File: src/rtl/tbl_pkg.sv
package tbl_pkg;

  typedef enum logic [1:0] {
    OP_RD_LO = 2'b00,
    OP_RD_HI = 2'b01,
    OP_WR_LO = 2'b10,
    OP_WR_HI = 2'b11
  } tbl_op_e;

  localparam int NUM_SPACES = 2;

endpackage

File: src/rtl/tbl_addr_map.sv
module tbl_addr_map #(
  parameter int IDX_W = 4
) (
  input  logic             page_msb,
  input  logic [IDX_W:0]   ea_low,
  input  logic             byte_mode,
  output logic             cfg_space,
  output logic [IDX_W-1:0] word_idx,
  output logic             byte_hi
);

  always_comb begin
    cfg_space = page_msb;
    word_idx  = ea_low[IDX_W:1];
    byte_hi   = byte_mode & ea_low[0];
  end

endmodule

File: src/rtl/tbl_lane_mux.sv
module tbl_lane_mux #(
  parameter int DATA_W = 16,
  parameter int PROG_W = 24
) (
  input  logic              op_hi,
  input  logic              byte_mode,
  input  logic              byte_hi,
  input  logic [PROG_W-1:0] word,
  output logic [DATA_W-1:0] rdata
);

  localparam int BYTE_W = DATA_W / 2;
  localparam int HI_W   = PROG_W - DATA_W;

  always_comb begin
    rdata = '0;
    if (!op_hi) begin
      if (!byte_mode) begin
        rdata = word[DATA_W-1:0];
      end else if (byte_hi) begin
        rdata[BYTE_W-1:0] = word[DATA_W-1:BYTE_W];
      end else begin
        rdata[BYTE_W-1:0] = word[BYTE_W-1:0];
      end
    end else if (!(byte_mode && byte_hi)) begin
      rdata[HI_W-1:0] = word[PROG_W-1:DATA_W];
    end
  end

endmodule

File: src/rtl/tbl_lane_merge.sv
module tbl_lane_merge #(
  parameter int DATA_W = 16,
  parameter int PROG_W = 24
) (
  input  logic              op_hi,
  input  logic              byte_mode,
  input  logic              byte_hi,
  input  logic [PROG_W-1:0] old_word,
  input  logic [DATA_W-1:0] wdata,
  output logic [PROG_W-1:0] new_word,
  output logic              touches
);

  localparam int BYTE_W = DATA_W / 2;
  localparam int HI_W   = PROG_W - DATA_W;

  always_comb begin
    new_word = old_word;
    touches  = 1'b1;
    if (!op_hi) begin
      if (!byte_mode) begin
        new_word[DATA_W-1:0] = wdata;
      end else if (byte_hi) begin
        new_word[DATA_W-1:BYTE_W] = wdata[BYTE_W-1:0];
      end else begin
        new_word[BYTE_W-1:0] = wdata[BYTE_W-1:0];
      end
    end else if (byte_mode && byte_hi) begin
      touches = 1'b0;
    end else begin
      new_word[PROG_W-1:DATA_W] = wdata[HI_W-1:0];
    end
  end

endmodule

File: src/rtl/tbl_word_store.sv
module tbl_word_store #(
  parameter int PROG_W = 24,
  parameter int IDX_W  = 4
) (
  input  logic              clk,
  input  logic              wr_en,
  input  logic              space,
  input  logic [IDX_W-1:0]  idx,
  input  logic [PROG_W-1:0] wr_word,
  output logic [PROG_W-1:0] rd_word
);

  localparam int DEPTH = 1 << IDX_W;

  logic [PROG_W-1:0] bank_rd [tbl_pkg::NUM_SPACES];

  for (genvar s = 0; s < tbl_pkg::NUM_SPACES; s++) begin : g_space
    logic [PROG_W-1:0] mem [DEPTH];
    logic              bank_we;

    always_comb begin
      bank_we = wr_en && (space == 1'(s));
    end

    always_ff @(posedge clk) begin
      if (bank_we) begin
        mem[idx] <= wr_word;
      end
    end

    always_comb begin
      bank_rd[s] = mem[idx];
    end
  end

  always_comb begin
    rd_word = bank_rd[space];
  end

endmodule

File: src/rtl/tbl_access_unit.sv
module tbl_access_unit #(
  parameter int PAGE_W = 8,
  parameter int EA_W   = 16,
  parameter int DATA_W = 16,
  parameter int PROG_W = 24,
  parameter int IDX_W  = 4
) (
  input  logic              clk,
  input  logic              rst_n,
  input  logic              req_valid,
  input  logic [1:0]        req_op,
  input  logic              req_byte,
  input  logic [PAGE_W-1:0] req_page,
  input  logic [EA_W-1:0]   req_ea,
  input  logic [DATA_W-1:0] req_wdata,
  input  logic              cfg_wr_en,
  output logic              rsp_valid,
  output logic [DATA_W-1:0] rsp_rdata,
  output logic              rsp_cfg_space,
  output logic              wr_err
);

  logic              cfg_space;
  logic [IDX_W-1:0]  word_idx;
  logic              byte_hi;
  logic [PROG_W-1:0] cur_word;
  logic [PROG_W-1:0] merged_word;
  logic              lane_touch;
  logic [DATA_W-1:0] lane_rdata;
  logic              is_wr;
  logic              op_hi;
  logic              wr_blocked;
  logic              store_we;
  logic              unused_addr_bits;

  logic              valid_d, valid_q;
  logic [DATA_W-1:0] rdata_d, rdata_q;
  logic              space_d, space_q;
  logic              err_d,   err_q;

  always_comb begin
    unused_addr_bits = ^{req_page[PAGE_W-2:0], req_ea[EA_W-1:IDX_W+1]};
  end

  tbl_addr_map #(.IDX_W(IDX_W)) u_addr (
    .page_msb (req_page[PAGE_W-1]),
    .ea_low   (req_ea[IDX_W:0]),
    .byte_mode(req_byte),
    .cfg_space(cfg_space),
    .word_idx (word_idx),
    .byte_hi  (byte_hi)
  );

  tbl_word_store #(.PROG_W(PROG_W), .IDX_W(IDX_W)) u_store (
    .clk    (clk),
    .wr_en  (store_we),
    .space  (cfg_space),
    .idx    (word_idx),
    .wr_word(merged_word),
    .rd_word(cur_word)
  );

  tbl_lane_mux #(.DATA_W(DATA_W), .PROG_W(PROG_W)) u_rd (
    .op_hi    (op_hi),
    .byte_mode(req_byte),
    .byte_hi  (byte_hi),
    .word     (cur_word),
    .rdata    (lane_rdata)
  );

  tbl_lane_merge #(.DATA_W(DATA_W), .PROG_W(PROG_W)) u_wr (
    .op_hi    (op_hi),
    .byte_mode(req_byte),
    .byte_hi  (byte_hi),
    .old_word (cur_word),
    .wdata    (req_wdata),
    .new_word (merged_word),
    .touches  (lane_touch)
  );

  // Request decode and next-state values
  always_comb begin
    is_wr      = req_op[1];
    op_hi      = req_op[0];
    wr_blocked = cfg_space && !cfg_wr_en;
    store_we   = req_valid && is_wr && !wr_blocked && lane_touch;
    valid_d    = req_valid;
    err_d      = req_valid && is_wr && wr_blocked;
    rdata_d    = (req_valid && !is_wr) ? lane_rdata : '0;
    space_d    = req_valid ? cfg_space : space_q;
  end

  // Response registers
  always_ff @(posedge clk or negedge rst_n) begin
    if (!rst_n) begin
      valid_q <= 1'b0;
      rdata_q <= '0;
      space_q <= 1'b0;
      err_q   <= 1'b0;
    end else begin
      valid_q <= valid_d;
      rdata_q <= rdata_d;
      err_q   <= err_d;
      if (req_valid) begin
        space_q <= space_d;
      end
    end
  end

  always_comb begin
    rsp_valid     = valid_q;
    rsp_rdata     = rdata_q;
    rsp_cfg_space = space_q;
    wr_err        = err_q;
  end

endmodule

File: config.mk
export PLATFORM = sky130hd
export DESIGN_NAME = tbl_access_unit
export DESIGN_NICKNAME = d
export VERILOG_FILES = /design/src/rtl/tbl_pkg.sv /design/src/rtl/tbl_addr_map.sv /design/src/rtl/tbl_lane_mux.sv /design/src/rtl/tbl_lane_merge.sv /design/src/rtl/tbl_word_store.sv /design/src/rtl/tbl_access_unit.sv
export SDC_FILE = /design/constraint.sdc
export NUM_CORES = 1
export LEC_CHECK = 0
export ABC_AREA = 0
export ABC_CLOCK_PERIOD_IN_PS = 2600
export CAP_MARGIN = 15
export CORE_ASPECT_RATIO = 1.25
export CORE_MARGIN = 3
export CORE_UTILIZATION = 45
export DETAILED_ROUTE_END_ITERATION = 10
export DONT_BUFFER_PORTS = 1
export GPL_TIMING_DRIVEN = 0
export PLACE_DENSITY = 0.64
export SLEW_MARGIN = 40
export SYNTH_ARGS = -nofsm -noshare
export SYNTH_HDL_FRONTEND = slang
export SYNTH_HIERARCHICAL = 1
export SYNTH_SLANG_ARGS = --single-unit
File: constraint.sdc
create_clock -name clk -period 2.6 [get_ports clk]
set_input_delay 0.26 -clock clk [delete_from_list [all_inputs] [get_ports clk]]
set_output_delay 0.26 -clock clk [all_outputs]
set_load 0.02 [all_outputs]
# After elaboration in Yosys (flattened, before gate mapping)
# Memories as Yosys holds them, arrays and structs flattened.
# Cells that the tools add are included.
# classes
n_lt_le_gt_ge,1
mux,22
n_bitwise,3
n_reduce_logical,12
# ops
operator,count
$mux 8,10
$mux 24,3
$mux 16,3
$logic_and 1x1->1,9
$mux 1,6
$logic_not 1->1,3
$ge 2x2->1 const B,1
$not 1->2,1
$and 1x1->1,1
$not 1->1,1
# word_totals
register_bits,19
ram_bits,768
input_bits,47
out_inout_bits,19
elab_cells,44
mem_count,2
# memory_table
name,depth,word_bits,rd,rd_ports_with_merged_regs,write_ports,line,text
u_store.g_space[0].mem,16,24,1,0,1,tbl_word_store.sv:18,logic [PROG_W-1:0] mem [DEPTH];
u_store.g_space[1].mem,16,24,1,0,1,tbl_word_store.sv:18,

# Longest topological paths before layout
# logic_depth
word_depth,8
mapped_depth,12
depth_no_buf,7

# Cells and area by module
# The synthesis kept the hierarchy.
# by_module_without_submodules
mod,n_inst,cells_each,area_per_inst_um2,seq_area_each_um2
tbl_word_store,1,1372,29380.7,23062.1
tbl_access_unit,1,42,650.6,475.5
tbl_lane_merge,1,41,416.6,0.0
tbl_lane_mux,1,39,336.6,0.0
tbl_addr_map,1,6,43.8,0.0

# Worst setup path before layout
# OpenSTA, ideal clock, no wires.
# synth_timing
kind,input to register
startpoint,in req_ea[4]
endpoint,mem u_store.g_space[0].mem[10][0] (enable)
setup_ns,0.435
t_arrival_ns,3.188
t_required_ns,2.165
setup_slack_ns,-1.023
stages,8
n_path_buf,5
path_cell_list,buf_4 buf_2 buf_2 clkbuf_1 nor2b_1 buf_2 nand2_1 nor3_1
# synth_rtl
item,line,text
"start, declared",tbl_access_unit.sv:14,"input logic [EA_W-1:0] req_ea,"
"end, declared",tbl_word_store.sv:18,
# No word-level cell before the write port.

# Final worst setup path
# layout_timing
startpoint,in req_ea[1]
endpoint,mem u_store.g_space[1].mem[2][21] (data pin)
# layout_between
elab_chain_len,6
elab_cells_between_ends,7
cone_classes,mux (5); memory (2)
# layout_rtl
item,line,text
$mem_v2 16x24,-,
$mux 24 (not written as such) * (3 in a row),tbl_word_store.sv:37,rd_word = bank_rd[space];
net cur_word[21],tbl_access_unit.sv:26,logic [PROG_W-1:0] cur_word;
$mux 8,tbl_lane_merge.sv:28,end else if (byte_mode && byte_hi) begin
$mux 8 *,tbl_lane_merge.sv:20,if (!op_hi) begin
net merged_word[21],tbl_access_unit.sv:27,logic [PROG_W-1:0] merged_word;
"end, declared",tbl_word_store.sv:18,
# The timed path passes the listed nets; every way through them passes the cells marked *. The select of a mux whose other input is x is not followed.

==> impl_metrics.csv <==
group,metric,value,unit
cells_and_area,layout_common_cells,"edfxtp_1, mux2i_1, mux4_2",
clocking,clk_pin_slew,0.06,ns
detailed_routing,drcViolationCount,0,
cells_and_area,finalCoreUtilization,53.8,%
global_route,gr-usage-all-layers,21.8,%
worst_setup_path,timing.critical_path.arrival,2.95,ns
cells_and_area,area_growth_syn_to_layout,17.7,%
detailed_routing,drtIter0Drc,1624,
worst_setup_path,regToRegStartpoint,"u_store/g_space[1].mem[14][21]",
job,count_of_max_cap_constraint_violations,0,
logic_synthesis,synth.yosys.seq_area_share,76.4,%
worst_setup_path,worst_path_most_repeated_cell,"buf_4",
timing,layout_min_cycle_time,2.63,ns
logic_synthesis,postSynthCellCount,1500,
clocking,depth_of_the_cts_h_tree,3,
worst_setup_path,worst_path_max_delay_cell,"a2111oi_4",
timing,postLayoutSetupSlackWorst,-0.0328,ns
timing,grt_setup_unrepaired,"true",
logic_synthesis,ys_warn_count,6,
global_route,grt_antenna_before_repair,0,
cells_and_area,layout-drive-gt1-share,32.1,%
worst_setup_path,critical_path_launch_point,"req_ea[1]",
timing,timing_hold_violations_final,0,
worst_setup_path,crit_chain,"buf_4, buf_6, buf_6, buf_4, buf_4, mux2i_1, o22ai_1, a2111oi_4, nor2_2, mux2_4",
timing,worst-slew-pin-transition,1.12,ns
worst_setup_path,critical_path.endpoint_type,"flip-flop",
clocking,cts_sinks,787,
logic_synthesis,synth.lib_cells_used.distinct,44,
timing,setup_viol_count_final,16,
global_route,grt_max_degree,33,
placement,io_buffer_count,0,
min_path,holdCritStartpoint,"req_wdata[3]",
detailed_routing,totalWireLength,79600,um
worst_setup_path,worstSetupPathType,"in -> reg",
die,top_level_ports,66,
die,die_area,0.0717,sq mm
die,floorplan.die.width,240,um
logic_synthesis,postSynthRegisterBits,787,
clocking,longest_clk_path_bufs,3,
logic_synthesis,post_synth_main_area_contributors,"edfxtp_1, mux4_2, mux2i_1",
placement,place.detailed.instances,2410,
placement,dp_hpwl,50000,um
clocking,clkLatencyLatePin,0.61,ns
detailed_routing,final_antenna_net_count,0,
logic_synthesis,synthesized_net_count,1547,
run_status,outcome,"finished with violations",
clocking,clockRootBuffer,"clkbuf_16",
pwr,static_leakage,0.0117,uW
die,placeableCoreArea,0.0674,sq mm
logic_synthesis,synth_largest_area_cell,"edfxtp_1",
min_path,min-delay-path-class,"in -> reg",
timing,fmaxAchievable,0.380,GHz
detailed_routing,per_cell_routed_wire_length,31.0,um
logic_synthesis,syn-cell-area,0.0308,sq mm
die,floorplan.initialDensity,45.8,%
clocking,cts-buffers-inserted,74,
pwr,power.ir.vdd_worst,0.493,mV
placement,pre_cts_ws,-1.96,ns
worst_setup_path,crit_path_start_kind,"input pin",
clocking,tritoncts,"done",
cells_and_area,finish.cell_count_without_fillers,2569,
cells_and_area,layout_commonest_cell,"edfxtp_1",
timing,slew_viols_final,0,
worst_setup_path,cp_max_fo,16,
detailed_routing,first_pass_iters,5,
global_route,grt.overflow.total,0,
global_route,grt_pass1_vias,16000,
die,rows,106,
die,fp.dieH,299,um
detailed_routing,vias,15800,
global_route,grt_pass1_wl,111000,um
detailed_routing,viasPerCell,6.16,
logic_synthesis,yosys.area.top_type_share,74.8,%
worst_setup_path,cpPeakStageDelay,0.53,ns
cells_and_area,antenna_cells,0,
logic_synthesis,post_synth.cell_area_avg,20.6,sq um
placement,globalplace.congestion,0.889,
cells_and_area,fin_nets,1698,
timing,post-route-period-util,101,%
run_status,failing_checks,"setup timing",
timing,timing.setup.tns,-0.430,ns
worst_setup_path,worst-endpoint-required,2.92,ns
pwr,power_density,731,mW/mm^2
timing,clock-skew-final,0.0235,ns
timing,timing.slew.headroom,25.0,%
-- cell type report --
cell class | instances | area [sq um]
multi-input combinational | 629 | 7630
fill | 5045 | 31100
timing repair buffer | 60 | 1100
clock buffer | 98 | 2050
clock inverter | 32 | 228
buffer | 95 | 632
tap | 864 | 1080
inverter | 4 | 15.0
sequential | 787 | 23500
-- report_power, final --
group	switching [uW]	internal (uW)
registers	32.3	14300
clock network	4440	5830
logic	1320	651
-- sequential cells by signal (all words and copies together), names as in the netlist --
signal,flops
rsp_rdata,16
rsp_cfg_space,1
wr_err,1
u_store/g_space.mem,768
rsp_valid,1
-- cells in the mapped netlist (all sizes together) --
| cell | n |
|---|---|
| mux2i | 128 |
| nor2b | 5 |
| dfrtp | 19 |
| a2111oi | 24 |
| mux4 | 120 |
| a22oi | 14 |
| or3b | 2 |
| mux2 | 65 |
| o21ai | 8 |
| a31oi | 11 |
| nor3 | 2 |
| and2 | 28 |
| edfxtp | 768 |
| a22o | 11 |
| nand3b | 1 |
| o22a | 16 |
| a21oi | 5 |
| a221oi | 11 |
| buf | 54 |
| and4 | 1 |
| nand4b | 8 |
| o221ai | 12 |
| or2 | 1 |
| nor2 | 49 |
| clkbuf | 42 |
| nand2b | 2 |
| a211oi | 11 |
| or3 | 1 |
| o211a | 1 |
| nand2 | 18 |
| nand4 | 1 |
| nand3 | 7 |
| and3 | 2 |
| o22ai | 48 |
| inv | 4 |
-- final timing paths --
check	slack, ns	depth (start not counted)	endpoint
worst max-delay path	-0.03	10	u_store/g_space[1].mem[2][21]
worst min-delay path	0.01	1	u_store/g_space[0].mem[1][19]
worst max register to register	0	5	u_store/g_space[1].mem[2][21]
worst min register to register	0.67	1	rsp_cfg_space
max in group asynchronous	2.16	2	rsp_cfg_space
min in group asynchronous	0.13	2	rsp_rdata[6]
-- layer usage --
| layer | wire length, um | GRT usage [%] | vias up | part of all wire [%] |
|---|---|---|---|---|
| met2 | 41400 | 37.7 | 658 | 52 |
| met4 | 4630 | 12.0 | 0 | 5.8 |
| met5 | 0 | 0 | - | 0 |
| met3 | 4990 | 3.30 | 191 | 6.3 |
| li1 | - | - | 6593 | - |
| met1 | 28600 | 26.0 | 8393 | 36 |
-- cell families (layout without fill, tap and decap cells) --
family / Yosys count / after routing / share of synthesized area (%)
buffers and inverters: 100 / 289 / 1.76
AO/OA/AOI/OAI: 172 / 178 / 4.27
AND/OR/NAND/NOR: 128 / 128 / 2.22
flip-flops: 787 / 787 / 76.4
multiplexers: 313 / 323 / 15.4
-- through the flow --
step	hold slack [ns]	cell area, sq um	power (uW)
finish	0.0137	36300	26500
global route	0.00717	36300	27300
CTS	0.00225	36000	26600
detailed placement	-0.0353	33200	16300
global placement	-0.0352	32000	16200
floorplan	-0.0356	30900	15600
-- critical path: cells and delay by family --
kind                   cells  cell delay, ns
AO/OA/AOI/OAI              2            0.68
AND/OR/NAND/NOR            1            0.18
multiplexers               2            0.69
buffers and inverters      5            1.07
-- what timing repair did --
item | CTS | global route
hold endpoints to repair | 41 | 27
cloned | 7 | 9
hold buffers | 6 | 2
resized for setup | 94 | 37
buffers inserted | 4 | 2
endpoints found under the setup margin | 1144 | 632
pin swaps | 3 | 5
Power figures use the tool's default switching activity.
